### src/rtl/irq_gather_pkg.sv
package irq_gather_pkg;
  // register offsets; host software decodes these
  localparam logic [4:0] OFS_COS  = 5'h0B;
  localparam logic [4:0] OFS_GDIS = 5'h0D;
  localparam logic [4:0] OFS_EDGE = 5'h0E;
  localparam logic [4:0] OFS_CLR  = 5'h0F;

  // bit positions inside the edge register
  localparam int EB_C3   = 0;
  localparam int EB_CTR  = 1;
  localparam int EB_PIN  = 4;
  localparam int EB_IRQ  = 5;

  // any bit differs between two samples
  function automatic logic any_toggle(input logic [31:0] cur, input logic [31:0] prv);
    return |(cur ^ prv);
  endfunction

  // low-to-high step between two samples
  function automatic logic rose(input logic cur, input logic prv);
    return cur & ~prv;
  endfunction
endpackage

### src/rtl/irq_sync.sv
module irq_sync #(
  parameter int W = 1,
  parameter logic [W-1:0] RST = '0
) (
  input  logic         clk,
  input  logic         rst_n,
  input  logic [W-1:0] d,
  output logic [W-1:0] q
);
  logic [W-1:0] stage1;

  always_ff @(posedge clk or negedge rst_n) begin
    if (!rst_n) begin
      stage1 <= RST;
      q      <= RST;
    end else begin
      stage1 <= d;
      q      <= stage1;
    end
  end
endmodule

### src/rtl/irq_src_detect.sv
module irq_src_detect
  import irq_gather_pkg::*;
#(
  parameter int N_PORTS = 3,
  parameter int PORT_W  = 8,
  parameter int C3_IDX  = 19,
  localparam int LINE_W = N_PORTS * PORT_W
) (
  input  logic               clk,
  input  logic               rst_n,
  input  logic [LINE_W-1:0]  lines_s,
  input  logic               ctr_s,
  input  logic               pin_s,
  input  logic [N_PORTS-1:0] cos_on,
  input  logic [1:0]         edge_en,
  output logic [N_PORTS-1:0] port_chg,
  output logic               c3_rise,
  output logic               ctr_rise,
  output logic               evt
);
  logic [LINE_W-1:0] lines_prev;
  logic              ctr_prev;

  always_ff @(posedge clk or negedge rst_n) begin
    if (!rst_n) begin
      lines_prev <= '0;
      ctr_prev   <= 1'b0;
    end else begin
      lines_prev <= lines_s;
      ctr_prev   <= ctr_s;
    end
  end

  for (genvar p = 0; p < N_PORTS; p++) begin : g_port
    assign port_chg[p] = any_toggle(32'(lines_s[p*PORT_W +: PORT_W]),
                                    32'(lines_prev[p*PORT_W +: PORT_W]));
  end

  assign c3_rise  = rose(lines_s[C3_IDX], lines_prev[C3_IDX]);
  assign ctr_rise = rose(ctr_s, ctr_prev);

  assign evt = pin_s & ((|(port_chg & cos_on))
                        | (edge_en[0] & c3_rise)
                        | (edge_en[1] & ctr_rise));
endmodule

### src/rtl/irq_regs.sv
module irq_regs
  import irq_gather_pkg::*;
#(
  parameter int N_PORTS = 3,
  parameter int ADDR_W  = 5,
  parameter int DATA_W  = 8
) (
  input  logic               clk,
  input  logic               rst_n,
  input  logic               wr_en,
  input  logic [ADDR_W-1:0]  addr,
  input  logic [DATA_W-1:0]  wr_data,
  input  logic               irq,
  input  logic               pin_s,
  output logic [N_PORTS-1:0] cos_dis,
  output logic [1:0]         edge_en,
  output logic               clr_wr,
  output logic               dis_wr,
  output logic [DATA_W-1:0]  rd_data
);
  logic cos_wr, edge_wr;
  logic unused_wr;

  assign cos_wr    = wr_en && (addr == ADDR_W'(OFS_COS));
  assign edge_wr   = wr_en && (addr == ADDR_W'(OFS_EDGE));
  assign dis_wr    = wr_en && (addr == ADDR_W'(OFS_GDIS));
  assign clr_wr    = wr_en && (addr == ADDR_W'(OFS_CLR));
  assign unused_wr = ^wr_data[DATA_W-1:N_PORTS];

  always_ff @(posedge clk or negedge rst_n) begin
    if (!rst_n) begin
      cos_dis <= '1;
      edge_en <= '0;
    end else if (dis_wr) begin
      cos_dis <= '1;
      edge_en <= '0;
    end else begin
      if (cos_wr)  cos_dis <= wr_data[N_PORTS-1:0];
      if (edge_wr) edge_en <= wr_data[1:0];
    end
  end

  always_comb begin
    rd_data = '0;
    if (addr == ADDR_W'(OFS_COS)) begin
      rd_data[N_PORTS-1:0] = cos_dis;
    end else if (addr == ADDR_W'(OFS_EDGE)) begin
      rd_data[EB_C3]  = edge_en[0];
      rd_data[EB_CTR] = edge_en[1];
      rd_data[EB_PIN] = pin_s;
      rd_data[EB_IRQ] = irq;
    end
  end
endmodule

### src/rtl/irq_gather.sv
module irq_gather
  import irq_gather_pkg::*;
#(
  parameter int N_PORTS = 3,
  parameter int PORT_W  = 8,
  parameter int C3_PORT = 2,
  parameter int C3_BIT  = 3,
  parameter int ADDR_W  = 5,
  parameter int DATA_W  = 8
) (
  input  logic                        clk,
  input  logic                        rst_n,
  input  logic [N_PORTS*PORT_W-1:0]   lines_i,
  input  logic                        ctr_i,
  input  logic                        gate_pin_i,
  input  logic                        wr_en_i,
  input  logic [ADDR_W-1:0]           addr_i,
  input  logic [DATA_W-1:0]           wr_data_i,
  output logic [DATA_W-1:0]           rd_data_o,
  output logic                        irq_o
);
  localparam int LINE_W = N_PORTS * PORT_W;
  localparam int C3_IDX = C3_PORT * PORT_W + C3_BIT;
  localparam int SYN_W  = LINE_W + 2;
  // gate pin resets high, matching its pulled-up idle level
  localparam logic [SYN_W-1:0] SYN_RST = {1'b1, 1'b0, {LINE_W{1'b0}}};

  logic [SYN_W-1:0]   syn_q;
  logic [LINE_W-1:0]  lines_s;
  logic               ctr_s, pin_s;
  logic [N_PORTS-1:0] cos_dis, port_chg;
  logic [1:0]         edge_en;
  logic               clr_wr, dis_wr, c3_rise, ctr_rise, evt;

  irq_sync #(.W(SYN_W), .RST(SYN_RST)) u_sync (
    .clk(clk), .rst_n(rst_n),
    .d({gate_pin_i, ctr_i, lines_i}),
    .q(syn_q)
  );

  assign lines_s = syn_q[LINE_W-1:0];
  assign ctr_s   = syn_q[LINE_W];
  assign pin_s   = syn_q[LINE_W+1];

  irq_regs #(.N_PORTS(N_PORTS), .ADDR_W(ADDR_W), .DATA_W(DATA_W)) u_regs (
    .clk(clk), .rst_n(rst_n),
    .wr_en(wr_en_i), .addr(addr_i), .wr_data(wr_data_i),
    .irq(irq_o), .pin_s(pin_s),
    .cos_dis(cos_dis), .edge_en(edge_en),
    .clr_wr(clr_wr), .dis_wr(dis_wr),
    .rd_data(rd_data_o)
  );

  irq_src_detect #(.N_PORTS(N_PORTS), .PORT_W(PORT_W), .C3_IDX(C3_IDX)) u_det (
    .clk(clk), .rst_n(rst_n),
    .lines_s(lines_s), .ctr_s(ctr_s), .pin_s(pin_s),
    .cos_on(~cos_dis), .edge_en(edge_en),
    .port_chg(port_chg), .c3_rise(c3_rise), .ctr_rise(ctr_rise),
    .evt(evt)
  );

  // event has priority over a clear in the same cycle
  always_ff @(posedge clk or negedge rst_n) begin
    if (!rst_n)      irq_o <= 1'b0;
    else if (evt)    irq_o <= 1'b1;
    else if (clr_wr) irq_o <= 1'b0;
  end
endmodule

### config.mk
export PLATFORM = sky130hd
export DESIGN_NAME = irq_gather
export DESIGN_NICKNAME = d
export VERILOG_FILES = /design/src/rtl/irq_gather_pkg.sv /design/src/rtl/irq_sync.sv /design/src/rtl/irq_src_detect.sv /design/src/rtl/irq_regs.sv /design/src/rtl/irq_gather.sv
export SDC_FILE = /design/constraint.sdc
export NUM_CORES = 1
export LEC_CHECK = 0
export ABC_AREA = 1
export ABC_CLOCK_PERIOD_IN_PS = 1350
export BUFFER_PORTS_ARGS = -buffer_cell sky130_fd_sc_hd__clkbuf_2
export CORE_MARGIN = 2
export CORE_UTILIZATION = 40
export CTS_CLUSTER_SIZE = 25
export DETAILED_ROUTE_END_ITERATION = 8
export PLACE_DENSITY = 0.64
export SYNTH_ARGS = -nofsm -noshare
export SYNTH_HDL_FRONTEND = slang
export SYNTH_SLANG_ARGS = --single-unit
### constraint.sdc
create_clock -name clk -period 1.35 [get_ports clk]
set_input_delay 0.0675 -clock clk [delete_from_list [all_inputs] [get_ports clk]]
set_output_delay 0.0675 -clock clk [all_outputs]
set_load 0.1 [all_outputs]
* Word level (Yosys, flattened, before mapping)
Index checks and enable logic that the tools add are counted.
** Word-level totals
- Register bits :: 83
- Word-level logic and storage cells :: 47
** Cells by class
- Eq/ne operators :: 4
- Muxes and demuxes :: 11
- Bitwise operators :: 14
- Reduce and logical (&&, ||, !) cells :: 11
** Operator list (number)
- $reduce_or A32 Y1 :: 3
- $xor A8 B8 Y8 :: 3
- $eq A5 B4 Y1 const B :: 4
- $mux W2 :: 6
- $mux W3 :: 2
- $reduce_bool A2 Y1 :: 3
- $and A1 B1 Y1 :: 5
- $logic_and A1 B1 Y1 :: 4
- $and A3 B3 Y3 :: 1
- $mux W1 :: 3
- $not A3 Y3 :: 1
- $reduce_or A3 Y1 :: 1
- $not A1 Y1 :: 2
- $or A1 B1 Y1 :: 2

* Longest topological paths before layout
- Depth in word-level cells :: 8
- Gate-level depth with buffers :: 11
- Depth with buffers taken out :: 11

* Modules after synthesis
Synthesis repeated with hierarchy kept, for this count alone.
** Second synthesis, totals
- Cell total of the unflattened synthesis :: 249
- Area total of the unflattened synthesis :: 2871.5 um2
** Modules (own cells, without submodules)
- irq_sync :: instances 1, cells an instance 52, area an instance 1303.8 um2, seq. area each 1303.8 um2
- irq_src_detect :: instances 1, cells an instance 128, area an instance 1097.3 um2, seq. area each 625.6 um2
- irq_regs :: instances 1, cells an instance 61, area an instance 419.2 um2, seq. area each 128.9 um2
- irq_gather :: instances 1, cells an instance 8, area an instance 51.3 um2, seq. area each 25.0 um2

* Worst setup path before layout
Ideal clock, no wire load.
- Path kind :: register -> output
- From :: register irq_o
- To :: output port rd_data_o[5]
- Data arrival time :: 2299 ps
- Required time :: 1283 ps
- Slack :: -1017 ps
- Stages on the path, launching flop included :: 3
- Path buffers :: 0
- Path through :: dfrtp_1 -> inv_1 -> nor2_1
** On the way
- Longest elaborated chain between the ends :: 2
** Ends and longest elaborated chain
- from (decl) :: RTL line irq_gather.sv:20 : output logic irq_o
- from (signal assigned) :: RTL line irq_gather.sv:64 : if (!rst_n) irq_o <= 1'b0;
- from (signal assigned) :: RTL line irq_gather.sv:65 : else if (evt) irq_o <= 1'b1;
- from (signal assigned) :: RTL line irq_gather.sv:66 : else if (clr_wr) irq_o <= 1'b0;
- $mux W2 :: RTL line irq_regs.sv:47 : end else if (addr == ADDR_W'(OFS_EDGE)) begin
- $mux W2 :: RTL line irq_regs.sv:45 : if (addr == ADDR_W'(OFS_COS)) begin
- to (decl) :: RTL line irq_gather.sv:19 : output logic [DATA_W-1:0] rd_data_o,
No other way between the ends.

* Final worst setup path
- From :: register u_regs.cos_dis[1]
- To :: output port rd_data_o[1]
** On the way
- Longest elaborated chain between the ends :: 1
** Ends and longest elaborated chain
- from (decl) :: RTL line irq_regs.sv:15 : output logic [N_PORTS-1:0] cos_dis,
- from (signal assigned) :: RTL line irq_regs.sv:38 : if (cos_wr) cos_dis <= wr_data[N_PORTS-1:0];
- $mux W2 :: RTL line irq_regs.sv:45
No other way between the ends.

==> out/summary.txt <==
slowest cell on the critical path: dfstp_2
Mapped Area: 2820 sq um
origin of the critical flop-to-flop path: u_sync.q[19]$_DFF_PN0_
Worst Max-Slew Pin Slew: 0.543 ns
achievable frequency: 746 MHz
CTS H-tree depth: 3
initial antenna violation count: 0
Post-Route Setup TNS: 0 ns
core area: 6790 sq um
global placer's final weighted congestion: 0.737
total CTS buffers: 9
root buf cell: clkbuf_8
final slew viol count: 0
outcome: complete, no violations
fraction of layout cells with a size suffix above 1: 24.3%
die height: 88.0 microns
Tmin final: 1.34 ns
hpwl dp: 2920 microns
clk slew on worst S/H paths: 0.07 ns
placed insts: 391
clk_lat worst skew: 0.34 ns
WP buf/inv: 2
Rows: 30
Syn Inst Count: 251
Ports: 51
reg2reg end: irq_o$_DFFE_PN0P_
Cell variety after synth: 20
CP arrival: 1.27 ns
DRC Markers: 0
pre-CTS worst setup slack: 0.0235 ns
CP Capture Point: rd_data_o[1]
maxcap violations: 0
Tot GR Track Use: 13.1%
Async SR Flop Fraction: 100%
largest net degree at the start of global routing: 33
Pleak: 1.94 nW
flops & latches, synth: 83
Yosys top cell by area: dfrtp_1
register area share after synthesis: 73.8%
RSZ-0062 raised after global routing: yes
Critical Path End Type: output port
syn avg cell area: 11.2 sq um
post-DR wirelength/cell: 9.30 microns
Top FF cell, synth: dfrtp_1
Cell Pwr Density: 1290 nW/um^2
area share of the largest cell type after synthesis: 69.2%
Finished Layout Cells: 438
Synth area leaders: dfrtp_1 (69%), nand2_1 (8.5%), inv_1 (5.9%), dfstp_2 (4.7%), nor2_1 (3.9%)
Worst path top cell family by delay: flip-flops
met2 Track Usage GR: 21.3%
CP peak stage delay: 0.54 ns
Final Util: 56.3%
final clock skew: 0.00539 ns
worst relative slew slack: 63.9%
Pre-antenna DRT Iters: 4
PortBufs: 42
most used routing layer: met2
final net count: 381
clock buffer depth: 2
crit path cell chain: inv_2, o22ai_4, buf_12
GR Overflow Total: 0
Fillers: 578
diodes inserted: 0
Via density: 4.06
Worst Min Path Start: wr_en_i
count leader, synth: dfrtp_1
worst-path fanout max: 2
post-route ant nets: 0
critical path startpoint: u_regs.cos_dis[1]$_DFFE_PN1P_
finished layout cell area: 3820 sq um
# clock sinks: 83
setup slack, reg-to-reg: 0.06 ns
Hold Fails Final Rpt: 0
First DRT Iteration DRCs: 71
Die Area: 7740 sq um
Finish-stage setup viols: 0
M1 GR Usage: 15.3%
Levels on crit path: 3
Startpoint Class: register
Tcrit/Tclk final: 99.2%
vias in the first global route: 1837
Post-synth EDFFs: 0
CTS tree: yes
Synthesis Warnings: 0
hold slack: 0.0343 ns
total power: 4.93 mW
Commonest cells post-synth: dfrtp_1 (78), nand2_1 (64), inv_1 (44)
Layout area overhead: 35.5%
total number of vias: 1780
R2R cell count: 10
VDD IR-drop max: 0.000827 V
critical path class: reg -> out
met3 usage: 4.15%
Initial Util: 41.5%
DP Area: 3310 sq um
HP Class: in -> reg
WP data required: 1.28 ns
PnR worst setup slack: 0.0102 ns
first-pass GRT wire length: 7620 microns
die width: 88.0 microns
WL final: 4070 microns
layout make-up:
cell class / count / area, sq um / share of cell area, %
Sequential cell: 83 / 2080 / 54.5
Inverter: 46 / 173 / 4.52
Timing Repair Buffer: 77 / 651 / 17.0
Clock buffer: 11 / 141 / 3.70
Tap cell: 96 / 120 / 3.14
Multi-Input combinational cell: 121 / 603 / 15.8
Clock inverter: 4 / 51.3 / 1.34
registers in the layout (all words and copies together) (netlist names):
signal            flops
u_sync.q             26
u_sync.stage1        26
u_det.lines_prev     24
u_regs.cos_dis        3
u_regs.edge_en        2
irq_o                 1
u_det.ctr_prev        1
repair_timing:
action	4_1_cts	5_1_grt
endpoints found under the hold margin	104	0
resized for setup	2	2
setup buffers	2	0
hold buffers	30	0
pin swaps	2	5
endpoints found under the setup margin	2	4
where the power goes:
part           internal [mW]  switching [mW]  total [mW]
Sequential              2.66          0.0759        2.73
Combinational          0.227           0.295       0.522
Clock                  0.895           0.784        1.68
cell families after synthesis:
group,share of synthesized area [%]
simple gates,14.8
flops,73.8
buf+inv,6.92
compound gates,2.66
xor+xnor,1.24
fa+ha+maj,0.443
other cells,0.133
worst reg2reg max path: cells and delay by family (launching register included):
kind | cells | cell delay [ns]
AND/OR/NAND/NOR | 9 | 0.52
flip-flops | 1 | 0.38
adder cells (fa/ha/maj) | 1 | 0.27
worst min path at each step:
stage | slack [ns] | depth (start not counted) | to
floorplan | -0.23 | 0 | irq_o$_DFFE_PN0P_
global placement | 0.03 | 1 | u_sync.stage1[1]$_DFF_PN0_
detailed placement | 0.03 | 1 | u_sync.q[1]$_DFF_PN0_
CTS | 0.02 | 3 | u_regs.edge_en[1]$_DFFE_PN0P_
global route | 0.05 | 3 | u_regs.edge_en[0]$_DFFE_PN0P_
finish | 0.03 | 3 | u_regs.edge_en[0]$_DFFE_PN0P_
cell usage in the layout (no fill, tap or decap):
| cell | count |
|---|---|
| clkinv_2 | 1 |
| clkbuf_8 | 10 |
| o21ai_2 | 1 |
| ha_1 | 1 |
| buf_12 | 7 |
| dfstp_2 | 5 |
| nand3_2 | 1 |
| o21ai_0 | 5 |
| dfrtp_1 | 77 |
| nor4_4 | 1 |
| nor2_1 | 25 |
| dlygate4sd3_1 | 30 |
| a22o_1 | 1 |
| xnor2_1 | 4 |
| nand3_1 | 3 |
| clkinvlp_4 | 1 |
| inv_1 | 41 |
| clkbuf_1 | 1 |
| clkbuf_2 | 36 |
| nand2_1 | 64 |
| nor2_4 | 4 |
| bufinv_16 | 1 |
| buf_4 | 4 |
| inv_2 | 5 |
| dfrtp_2 | 1 |
| clkinv_4 | 1 |
| nor3_2 | 1 |
| conb_1 | 3 |
| nor2_2 | 1 |
| a21oi_1 | 4 |
| o22ai_4 | 2 |
per-layer routing:
| metal | part of all wire [%] | vias to the layer above |
|---|---|---|
| li1 | - | 909 |
| met1 | 45 | 819 |
| met2 | 48 | 42 |
| met3 | 4.1 | 10 |
| met4 | 2.7 | 0 |
| met5 | 0 | - |
Note: power is estimated with default switching activity, not from simulation.
